[src/rtl/tmds_enc_pkg.sv]
package tmds_enc_pkg;
  localparam int BYTE_W = 8;
  localparam int QM_W   = BYTE_W + 1;
  localparam int SYM_W  = QM_W + 1;
  localparam int CNT_W  = $clog2(BYTE_W + 1);
  localparam int HALF_W = BYTE_W / 2;

  localparam logic [SYM_W-1:0] TOK_S0 = 10'b1101010100;
  localparam logic [SYM_W-1:0] TOK_S1 = 10'b0010101011;
  localparam logic [SYM_W-1:0] TOK_S2 = 10'b0101010100;
  localparam logic [SYM_W-1:0] TOK_S3 = 10'b1010101011;

  // population count of one byte
  function automatic logic [CNT_W-1:0] ones_in(input logic [BYTE_W-1:0] v);
    logic [CNT_W-1:0] acc;
    acc = '0;
    for (int i = 0; i < BYTE_W; i++) acc = acc + CNT_W'(v[i]);
    return acc;
  endfunction

  // blanking token for a pair of sync bits
  function automatic logic [SYM_W-1:0] ctl_token(input logic [1:0] c);
    logic [SYM_W-1:0] t;
    case (c)
      2'b00:   t = TOK_S0;
      2'b01:   t = TOK_S1;
      2'b10:   t = TOK_S2;
      default: t = TOK_S3;
    endcase
    return t;
  endfunction
endpackage

[src/rtl/tmds_xmin_stage.sv]
module tmds_xmin_stage
  import tmds_enc_pkg::*;
(
  input  logic              clk,
  input  logic              rst,
  input  logic              de_i,
  input  logic [1:0]        ctl_i,
  input  logic [BYTE_W-1:0] byte_i,
  output logic              de_o,
  output logic [1:0]        ctl_o,
  output logic [QM_W-1:0]   qm_o,
  output logic              use_xnor_o
);
  logic [CNT_W-1:0]  n_ones;
  logic [BYTE_W-1:0] chain_x;
  logic [BYTE_W-1:0] chain_n;
  logic              use_xnor;
  logic [QM_W-1:0]   qm_nx;

  assign n_ones   = ones_in(byte_i);
  assign use_xnor = (n_ones > CNT_W'(HALF_W)) ||
                    ((n_ones == CNT_W'(HALF_W)) && !byte_i[0]);

  assign chain_x[0] = byte_i[0];
  assign chain_n[0] = byte_i[0];
  for (genvar i = 1; i < BYTE_W; i++) begin : g_chain
    assign chain_x[i] = chain_x[i-1] ^ byte_i[i];
    assign chain_n[i] = ~(chain_n[i-1] ^ byte_i[i]);
  end

  assign qm_nx      = use_xnor ? {1'b0, chain_n} : {1'b1, chain_x};
  assign use_xnor_o = use_xnor;

  always_ff @(posedge clk) begin
    if (rst) begin
      de_o  <= 1'b0;
      ctl_o <= 2'b00;
      qm_o  <= '0;
    end else begin
      de_o  <= de_i;
      ctl_o <= ctl_i;
      qm_o  <= qm_nx;
    end
  end
endmodule

[src/rtl/tmds_ctl_token.sv]
module tmds_ctl_token
  import tmds_enc_pkg::*;
(
  input  logic [1:0]       ctl_i,
  output logic [SYM_W-1:0] tok_o
);
  assign tok_o = ctl_token(ctl_i);
endmodule

[src/rtl/tmds_dcbal_stage.sv]
module tmds_dcbal_stage
  import tmds_enc_pkg::*;
#(
  parameter int DISP_W = 6
) (
  input  logic                     clk,
  input  logic                     rst,
  input  logic                     de_i,
  input  logic [1:0]               ctl_i,
  input  logic [QM_W-1:0]          qm_i,
  output logic [SYM_W-1:0]         sym_o,
  output logic signed [DISP_W-1:0] disp_o,
  output logic                     invert_o
);
  localparam logic signed [DISP_W-1:0] WORD_LEN = DISP_W'(BYTE_W);
  localparam logic signed [DISP_W-1:0] TWO      = DISP_W'(2);

  logic [CNT_W-1:0]          n1;
  logic signed [DISP_W-1:0]  twice_ones, bias;
  logic signed [DISP_W-1:0]  disp_q, disp_nx;
  logic [SYM_W-1:0]          sym_q, sym_nx, tok;
  logic                      flag;
  logic                      disp_zero, disp_neg, bias_zero, bias_neg;
  logic                      invert;

  tmds_ctl_token u_tok (.ctl_i(ctl_i), .tok_o(tok));

  assign n1         = ones_in(qm_i[BYTE_W-1:0]);
  assign twice_ones = $signed(DISP_W'({n1, 1'b0}));
  assign bias       = twice_ones - WORD_LEN;
  assign flag       = qm_i[BYTE_W];
  assign disp_zero  = (disp_q == '0);
  assign disp_neg   = disp_q[DISP_W-1];
  assign bias_zero  = (bias == '0);
  assign bias_neg   = bias[DISP_W-1];

  always_comb begin
    sym_nx  = tok;
    disp_nx = '0;
    invert  = 1'b0;
    if (de_i) begin
      if (disp_zero || bias_zero) begin
        invert  = !flag;
        disp_nx = flag ? (disp_q + bias) : (disp_q - bias);
      end else if (disp_neg == bias_neg) begin
        invert  = 1'b1;
        disp_nx = disp_q - bias + (flag ? TWO : '0);
      end else begin
        invert  = 1'b0;
        disp_nx = disp_q + bias - (flag ? '0 : TWO);
      end
      sym_nx = {invert, flag, invert ? ~qm_i[BYTE_W-1:0] : qm_i[BYTE_W-1:0]};
    end
  end

  always_ff @(posedge clk) begin
    if (rst) begin
      sym_q  <= TOK_S0;
      disp_q <= '0;
    end else begin
      sym_q  <= sym_nx;
      disp_q <= disp_nx;
    end
  end

  assign sym_o    = sym_q;
  assign disp_o   = disp_q;
  assign invert_o = invert;
endmodule

[src/rtl/tmds_lane_encoder.sv]
module tmds_lane_encoder
  import tmds_enc_pkg::*;
#(
  parameter int DISP_W = 6
) (
  input  logic             clk,
  input  logic             rst,
  input  logic             vid_en,
  input  logic [1:0]       sync_bits,
  input  logic [7:0]       pix_byte,
  output logic [9:0]       tmds_sym
);
  // named internal events, observed by the bound checker
  logic                     de_q1;
  logic [1:0]               ctl_q1;
  logic [QM_W-1:0]          qm_q1;
  logic                     xnor_sel;
  logic signed [DISP_W-1:0] disp_q;
  logic                     invert_data;

  tmds_xmin_stage u_xmin (
    .clk(clk), .rst(rst),
    .de_i(vid_en), .ctl_i(sync_bits), .byte_i(pix_byte),
    .de_o(de_q1), .ctl_o(ctl_q1), .qm_o(qm_q1), .use_xnor_o(xnor_sel)
  );

  tmds_dcbal_stage #(.DISP_W(DISP_W)) u_dcbal (
    .clk(clk), .rst(rst),
    .de_i(de_q1), .ctl_i(ctl_q1), .qm_i(qm_q1),
    .sym_o(tmds_sym), .disp_o(disp_q), .invert_o(invert_data)
  );
endmodule

[config.mk]
export PLATFORM = sky130hd
export DESIGN_NAME = tmds_lane_encoder
export DESIGN_NICKNAME = d
export VERILOG_FILES = /design/src/rtl/tmds_enc_pkg.sv /design/src/rtl/tmds_xmin_stage.sv /design/src/rtl/tmds_ctl_token.sv /design/src/rtl/tmds_dcbal_stage.sv /design/src/rtl/tmds_lane_encoder.sv
export SDC_FILE = /design/constraint.sdc
export NUM_CORES = 1
export LEC_CHECK = 0
export ABC_AREA = 0
export BUFFER_PORTS_ARGS = -buffer_cell sky130_fd_sc_hd__buf_2
export CORE_UTILIZATION = 42
export CTS_CLUSTER_DIAMETER = 30
export DETAILED_ROUTE_END_ITERATION = 6
export GPL_ROUTABILITY_DRIVEN = 0
export PLACE_DENSITY = 0.65
export SLEW_MARGIN = 0
export SYNTH_ARGS = -nofsm -noshare
export SYNTH_HDL_FRONTEND = slang
export SYNTH_SLANG_ARGS = --single-unit
[constraint.sdc]
create_clock -name clk -period 4.5 [get_ports clk]
set_input_delay 0.225 -clock clk [delete_from_list [all_inputs] [get_ports clk]]
set_output_delay 0.225 -clock clk [all_outputs]
set_load 0.1 [all_outputs]
==> run_results.csv, run 1 <==
group,metric,value,unit
status,status,"finished, final reports clean",
die,num_io_pins,23,
sta,holdWs,0.143,ns
sta,finClkSkew,0.00610,ns
final_layout,regArea,543,um2
sta,fin_crit_sh,95.8,%
final_layout,multi_input_area,1520,um2
synthesis,yosysSeqAreaShare,24.9,%
routing,viasPerCell,4.76,
final_layout,layout_common_cells,"inv_1 (41), dfxtp_1 (25), xnor2_1 (24), ha_1 (24), buf_2 (22)",
global_routing,grt_pass1_vias,1480,
routing,postRouteAntennaNets,0,
placement,io_buffers,22,
sta,hold_viol_final,0,
synthesis,synth-main-ff-cell,"dfxtp_1",
global_routing,grt_pass1_wl,6960,um
die,die_w,73.9,um
die,core_area,4850,um2
worst_setup_path,crit_arrival,4.49,ns
global_routing,antenna_found_initial,0,
worst_setup_path,max_stage_delay,0.52,ns
sta,tns,0,ns
clock_tree,clk_latency,0.28,ns
worst_setup_path,path_max_fanout,3,
final_layout,drive_gt1_share,21.0,%
clock_tree,holdBufCountCts,0,
placement,pre_cts_slack,0.114,ns
synthesis,synth_area,2170,um2
routing,wl_met2,1830,um
worst_setup_path,cp_slowest_cell,"fa_1",
sta,layout_setup_ws,0.188,ns
sta,slew_headroom,67.6,%
min_path,min_path_type,"in2reg",
clock_tree,htreeDepth,1,
worst_setup_path,cpLargestDelayFamily,"adder cells",
synthesis,synth_edf_count,0,
worst_setup_path,critical_path_buf_inv_count,3,
synthesis,syn_inst,239,
worst_setup_path,cp_cell_sequence,"ha_4, inv_2, fa_1, fa_1, fa_2, fa_2, buf_4, ha_1, inv_1, mux2i_2, ha_1, a21o_1, a21oi_1, xnor2_1, a32oi_1, o21ai_0",
synthesis,synth_nets,292,
die,die_h,73.9,um
clock_tree,cts.sinks,27,
clock_tree,cts_tree,"built",
clock_tree,clockBufferDepth,2,
placement,place_hpwl,3390,um
routing,drt_wl_total,4180,um
synthesis,synth_area_per_cell,9.08,um2
synthesis,synth_seq_cells,27,
sta,fmax,232,MHz
synthesis,synth_top_area_share,24.9,%
worst_setup_path,cp.required,4.68,ns
sta,maxSlewViolCount,0,
routing,dr_total_vias,1614,
sta,setup_viol,0,
global_routing,grt_usage,16.9,%
routing,drt_pass1_iterations,4,
die,dieArea,5460,um2
die,start_util,44.8,%
final_layout,synthToLayoutAreaGrowth,17.3,%
worst_setup_path,start_kind,"register",
routing,wl_met3,120,um
synthesis,synth_cell_type_count,45,
clock_tree,cts-root-buf,"clkbuf_8",
synthesis,yosysWarnings,0,
routing,drcViolationCount,0,
clock_tree,cts.reportedPaths.clkPinSlew,0.10,ns
global_routing,grt_max_degree,19,
synthesis,synthArstFlopShare,0,%
routing,wl_met1,2200,um
synthesis,synth_area_leaders,"dfxtp_1 (25%), ha_1 (16%), fa_1 (12%), xnor2_1 (10%), inv_1 (7.3%)",
final_layout,fillers,433,
clock_tree,cts_buffers,3,
synthesis,yosys.area.top_type,"dfxtp_1",
worst_setup_path,cp-end-kind,"register",
final_layout,final_common_cell,"inv_1",
routing,first_iter_violations,64,
sta,tightest_slew,0.490,ns
run,cap_viol_max_count,0,
sta,period_needed,4.31,ns
die,rows,25,
routing,wl_per_cell,12.3,um
final_layout,nets,326,
routing,highest_layer,"met4",
worst_setup_path,path_class,"reg2reg",
final_layout,diodes,0,
global_routing,grt-ovfl-total,0,
sta,rsz0062_at_grt,"no",
registers in the layout (all words and copies together) (netlist names):
signal and cells:
u_xmin.qm_o 9, u_dcbal.sym_o 10, u_xmin.ctl_o 2, u_xmin.de_o 1
u_dcbal.disp_o 5
metrics by stage:
step	instance area [um2]	utilization [%]	cells
2_1_floorplan	2170	-	239
3_3_place_gp	2420	49.9	332
3_5_place_dp	2420	49.9	332
4_1_cts	2470	50.9	336
5_1_grt	2550	52.5	339
6_report	2550	52.5	339
Yosys cell counts, drive strengths merged, types with 2 or more instances:
cell type / count
nor3: 4
nor2: 15
xnor2: 25
nand2b: 3
or3: 2
clkbuf: 2
inv: 42
xor2: 3
fa: 13
nand2: 7
mux2i: 3
nor2b: 9
o22ai: 2
ha: 27
or2: 2
o21ai: 10
nand3: 2
a21o: 3
and2: 2
a21oi: 18
dfxtp: 27
cell type report:
cell class                 count  area share, %
timing repair buffer          32           7.76
tap                           67           3.29
clock inverter                 1          0.295
inverter                      42           6.19
sequential                    27           21.3
clock buffer                   3           1.62
multi-input combinational    167           59.5
final timing paths:
| kind | startpoint | endpoint | slack [ns] | cells past startpoint |
|---|---|---|---|---|
| setup / recovery | u_xmin.qm_o[0] | u_dcbal.disp_o[4] | 0.19 | 16 |
| hold / removal | sync_bits[0] | u_xmin.ctl_o[0] | 0.14 | 2 |
| setup reg to reg | u_xmin.qm_o[0] | u_dcbal.disp_o[4] | 0.19 | 16 |
| hold reg to reg | u_xmin.qm_o[4] | u_dcbal.sym_o[4] | 0.56 | 2 |
what timing repair did:
action                                  in CTS  in global routing
buffers inserted                             0                  3
resized for setup                            0                 16
endpoints found under the hold margin        0                  0
endpoints found under the setup margin       0                  2
layer usage:
layer  track usage [%]  vias up
met5                 0        -
met1              25.5      737
met2              24.8       34
li1                  -      839
met3              2.19        4
met4              5.13        0
worst reg2reg max path, stage by stage, from the launching register on:
cell     delay, ns
dfxtp_2       0.35
ha_4          0.26
inv_2         0.03
fa_1          0.52
fa_1          0.45
fa_2          0.41
fa_2          0.52
buf_4         0.16
ha_1          0.27
inv_1         0.04
mux2i_2       0.17
ha_1          0.26
a21o_1        0.15
a21oi_1       0.28
xnor2_1       0.12
a32oi_1       0.14
o21ai_0       0.09
cell families (layout without fill, tap and decap cells):
logic type	count (synthesis)	in the layout	synth area share, %
AO/OA/AOI/OAI	42	42	11.9
multiplexers	3	3	1.96
flip-flops	27	27	24.9
buffers and inverters	45	78	7.84
XOR/XNOR	29	29	12.3
AND/OR/NAND/NOR	52	52	13.1
adder cells (fa/ha/maj)	41	41	28.0
Power of run 1 is left out: the tool's default activity adds up to more than one toggle a clock period on the data nets, which glitch-free logic cannot reach.
==> run 2, diff against run 1 <==
- GPL_TIMING_DRIVEN: unset -> 0
- REMOVE_ABC_BUFFERS: unset -> 1
==> run_results.csv, run 2 (same netlist as run 1, synthesis figures left out) <==
group,metric,value,unit
final_layout,nets,319,
final_layout,layout_common_cells,"inv_1 (42), dfxtp_1 (27), ha_1 (25), xnor2_1 (24), buf_2 (22)",
sta,hold_viol_final,0,
routing,drt_pass1_iterations,4,
clock_tree,clockBufferDepth,2,
worst_setup_path,path_max_fanout,5,
worst_setup_path,cp_slowest_cell,"fa_2",
min_path,min_path_type,"in2reg",
worst_setup_path,max_stage_delay,0.60,ns
clock_tree,htreeDepth,1,
min_path,min-delay-start,"vid_en",
run,cap_viol_max_count,0,
worst_setup_path,critical_path_buf_inv_count,3,
routing,viasPerCell,4.65,
die,start_util,44.8,%
sta,slew_headroom,50.2,%
die,core_area,4850,um2
clock_tree,cts.sinks,27,
final_layout,largest_register_ffs,10,
worst_setup_path,r2r_cells,14,
worst_setup_path,r2r_slack,0.14,ns
placement,dp.cells,325,
clock_tree,clk_latency,0.27,ns
min_path,worstHoldPathCells,2,
sta,setup_viol,0,
worst_setup_path,cpLargestDelayFamily,"adder cells",
clock_tree,cts_buffers,3,
worst_setup_path,cp.required,4.67,ns
routing,postRouteAntennaNets,0,
status,status,"finished, final reports clean",
die,die_h,73.9,um
sta,tns,0,ns
sta,tightest_slew,0.744,ns
clock_tree,cts.reportedPaths.clkPinSlew,0.09,ns
worst_setup_path,worstReg2RegEnd,"u_dcbal.disp_o[5]",
routing,first_iter_violations,52,
worst_setup_path,cp-end-kind,"register",
global_routing,grt_max_degree,19,
final_layout,diodes,0,
worst_setup_path,path_depth,14,
worst_setup_path,crit_arrival,4.53,ns
clock_tree,cts-root-buf,"clkbuf_8",
routing,drcViolationCount,0,
final_layout,postLayoutCoreUtil,51.6,%
global_routing,antenna_found_initial,0,
final_layout,fillers,455,
final_layout,drive_gt1_share,17.7,%
global_routing,grt_pass1_wl,6400,um
die,die_w,73.9,um
worst_setup_path,cp_cell_sequence,"ha_1, inv_1, fa_1, fa_1, fa_2, inv_1, fa_2, inv_1, fa_1, nor2b_2, o21ai_0, o22ai_1, o21ai_0, a32o_1",
routing,drt_wl_total,3920,um
clock_tree,cts_tree,"built",
sta,period_needed,4.36,ns
die,num_io_pins,23,
worst_setup_path,worstReg2RegStart,"u_xmin.qm_o[0]",
min_path,min_to,"u_xmin.de_o",
die,dieArea,5460,um2
global_routing,grt_usage,15.1,%
final_layout,final_cells,332,
routing,dr_total_vias,1544,
final_layout,final_common_cell,"inv_1",
placement,place_hpwl,3070,um
sta,fin_crit_sh,96.8,%
global_routing,grt_pass1_vias,1435,
sta,maxSlewViolCount,0,
routing,wl_per_cell,11.8,um
sta,finClkSkew,0.000981,ns
worst_setup_path,start_kind,"register",
clock_tree,holdBufCountCts,0,
die,rows,25,
sta,fmax,230,MHz
final_layout,synthToLayoutAreaGrowth,15.3,%
worst_setup_path,path_class,"reg2reg",
global_routing,grt-ovfl-total,0,
placement,io_buffers,22,
[run 2: worst max-delay path by stage]
stage	from	endpoint	slack, ns
2_1_floorplan	u_xmin.qm_o[0]	u_dcbal.disp_o[5]	0.24
3_3_place_gp	u_xmin.qm_o[0]	u_dcbal.disp_o[5]	-0.11
3_5_place_dp	u_xmin.qm_o[0]	u_dcbal.disp_o[5]	-0.13
4_1_cts	u_xmin.qm_o[0]	u_dcbal.disp_o[5]	0.002
5_1_grt	u_xmin.qm_o[0]	u_dcbal.disp_o[5]	-0.02
6_report	u_xmin.qm_o[0]	u_dcbal.disp_o[5]	0.14
[run 2: through the flow]
| step | area, um2 | setup slack, ns | hold slack (ns) |
|---|---|---|---|
| 6_report | 2500 | 0.143 | 0.158 |
| 5_1_grt | 2500 | -0.0195 | 0.159 |
| 4_1_cts | 2410 | 0.00208 | 0.152 |
| 3_5_place_dp | 2350 | -0.125 | 0.438 |
| 3_3_place_gp | 2350 | -0.113 | 0.433 |
| 2_1_floorplan | 2160 | 0.236 | 0.297 |
[run 2: metal layers]
metal	wire length (um)	global-route usage, %	up-vias
met4	25	3.21	0
met3	110	1.37	2
met5	0	0	-
met2	1800	24.9	26
met1	1990	21.4	694
li1	-	-	822
[run 2: final cells by class]
cell class | instances | area (um2) | area share, %
timing repair buffer | 25 | 145 | 5.80
sequential | 27 | 541 | 21.6
clock buffer | 3 | 41.3 | 1.65
tap | 67 | 83.8 | 3.35
multi-input combinational | 167 | 1530 | 61.0
inverter | 42 | 158 | 6.30
clock inverter | 1 | 7.51 | 0.300
[run 2: timing repair]
action / CTS / global route
setup endpoints to repair: 11 / 11
pin swaps: 0 / 3
buffers inserted: 0 / 3
gates resized for setup: 2 / 12
hold endpoints to repair: 0 / 0
Power of run 2 is left out for the same reason.
==> run 3, diff against run 2 <==
- BUFFER_PORTS_ARGS: -buffer_cell sky130_fd_sc_hd__buf_2 -> unset
- DONT_BUFFER_PORTS: unset -> 1
- PLACE_DENSITY: 0.65 -> 0.61
- SYNTH_HIERARCHICAL: unset -> 1
==> run_results.csv, run 3 <==
group,metric,value,unit
sta,period_needed,4.48,ns
die,rows,26,
clock_tree,htreeDepth,1,
final_layout,largest_register_ffs,10,
clock_tree,cts_buffers,3,
sta,fin_crit_sh,99.7,%
sta,hold_viol_final,0,
worst_setup_path,cp_slowest_cell,"fa_1",
worst_setup_path,cp-end-kind,"register",
placement,place_area,2370,um2
synthesis,syn_inst,264,
die,num_io_pins,23,
clock_tree,cts-root-buf,"clkbuf_8",
min_path,min_path_type,"in2reg",
worst_setup_path,cp_cell_sequence,"inv_2, fa_1, fa_1, fa_1, inv_1, ha_2, inv_2, fa_2, xnor2_4, buf_6, ha_4, inv_4, ha_4, nand3b_1, and3_1, o21a_1, or3_1, a311oi_1",
sta,layout_setup_ws,0.0155,ns
worst_setup_path,critical_path_buf_inv_count,5,
routing,wl_per_cell,12.6,um
sta,rsz0062_at_grt,"yes",
sta,slew_headroom,36.8,%
worst_setup_path,path_class,"reg2reg",
die,start_util,45.0,%
routing,drt_wl_total,4180,um
global_routing,antenna_found_initial,0,
final_layout,layout_common_cells,"inv_1 (46), dfxtp_1 (24), ha_1 (20)",
final_layout,final_cells,331,
worst_setup_path,cpLargestDelayFamily,"adder cells",
final_layout,nets,315,
sta,tns,0,ns
clock_tree,clk_latency,0.27,ns
placement,io_buffers,0,
sta,maxSlewViolCount,0,
final_layout,drive_gt1_share,13.8,%
clock_tree,cts_tree,"built",
final_layout,diodes,0,
clock_tree,cts.reportedPaths.clkPinSlew,0.09,ns
global_routing,grt_max_degree,34,
die,die_h,77.1,um
routing,postRouteAntennaNets,0,
worst_setup_path,path_max_fanout,5,
synthesis,synth_area_per_cell,8.98,um2
global_routing,grt-ovfl-total,0,
status,status,"finished, final reports clean",
worst_setup_path,critPathMostFrequentCell,"fa_1",
sta,finClkSkew,0.00684,ns
final_layout,multi_input_area,1670,um2
sta,fmax,223,MHz
synthesis,synth_area,2370,um2
final_layout,design_area,2620,um2
die,die_w,77.1,um
final_layout,regArea,544,um2
placement,pre_cts_slack,-0.384,ns
routing,first_iter_violations,61,
final_layout,fillers,522,
worst_setup_path,crit_arrival,4.67,ns
routing,drt_pass1_iterations,4,
run,cap_viol_max_count,0,
worst_setup_path,cp.required,4.69,ns
worst_setup_path,max_stage_delay,0.55,ns
synthesis,yosysWarnings,6,
sta,setup_viol,0,
sta,tightest_slew,0.946,ns
clock_tree,cts.sinks,27,
placement,dp.cells,319,
global_routing,grt_pass1_wl,7120,um
routing,viasPerCell,5.04,
die,core_area,5270,um2
final_layout,synthToLayoutAreaGrowth,10.5,%
global_routing,grt_pass1_vias,1573,
final_layout,final_common_cell,"inv_1",
routing,drcViolationCount,0,
clock_tree,clockBufferDepth,2,
placement,place_hpwl,3320,um
global_routing,grt_usage,14.8,%
die,dieArea,5950,um2
worst_setup_path,start_kind,"register",
routing,dr_total_vias,1669,
-- run 3: final cells by class --
class / instances / share of cell area (%)
clock buffer: 4 / 1.72
inverter: 49 / 7.12
multi-input combinational: 173 / 63.9
sequential: 27 / 20.8
tap: 70 / 3.35
timing repair buffer: 8 / 3.11
-- run 3: worst paths after layout --
path              slack, ns  depth (start not counted)           start                end
setup / recovery       0.02                         18  u_xmin/qm_o[0]  u_dcbal/disp_o[4]
hold / removal         0.02                          1             rst     u_xmin/qm_o[3]
setup reg to reg       0.02                         18  u_xmin/qm_o[0]  u_dcbal/disp_o[4]
hold reg to reg        0.56                          2  u_xmin/qm_o[3]   u_dcbal/sym_o[3]
-- run 3: routing by layer --
| layer | vias to the layer above | wire length [um] | global-route usage [%] |
|---|---|---|---|
| li1 | 851 | - | - |
| met3 | 2 | 129 | 2.86 |
| met2 | 28 | 1990 | 24.6 |
| met5 | - | 0 | 0 |
| met1 | 788 | 2030 | 19.6 |
| met4 | 0 | 29 | 3.96 |
-- run 3: worst register-to-register path: stages, from the launching register on --
cell and delay (ns):
dfxtp_2 0.34, inv_2 0.04, fa_1 0.55, fa_1 0.43
fa_1 0.43, inv_1 0.06, ha_2 0.18, inv_2 0.04
fa_2 0.42, xnor2_4 0.17, buf_6 0.14, ha_4 0.26
inv_4 0.04, ha_4 0.28, nand3b_1 0.10, and3_1 0.16
o21a_1 0.19, or3_1 0.33, a311oi_1 0.26
-- run 3: what timing repair did --
action                                 4_1_cts  5_1_grt
pin swaps                                    2       10
resized for setup                           14       10
gates cloned                                 0        0
setup buffers                                2        4
setup endpoints to repair                   11        7
hold buffers                                 0        2
endpoints found under the hold margin        0        1
-- run 3: per-stage QoR --
stage / util (%) / hold slack (ns)
3_5_place_dp: 45.0 / 0.300
2_1_floorplan: - / 0.292
3_3_place_gp: 45.0 / 0.300
5_1_grt: 49.7 / 0.00154
4_1_cts: 47.8 / 0.00375
6_report: 49.7 / 0.0172
Power of run 3 is left out for the same reason.
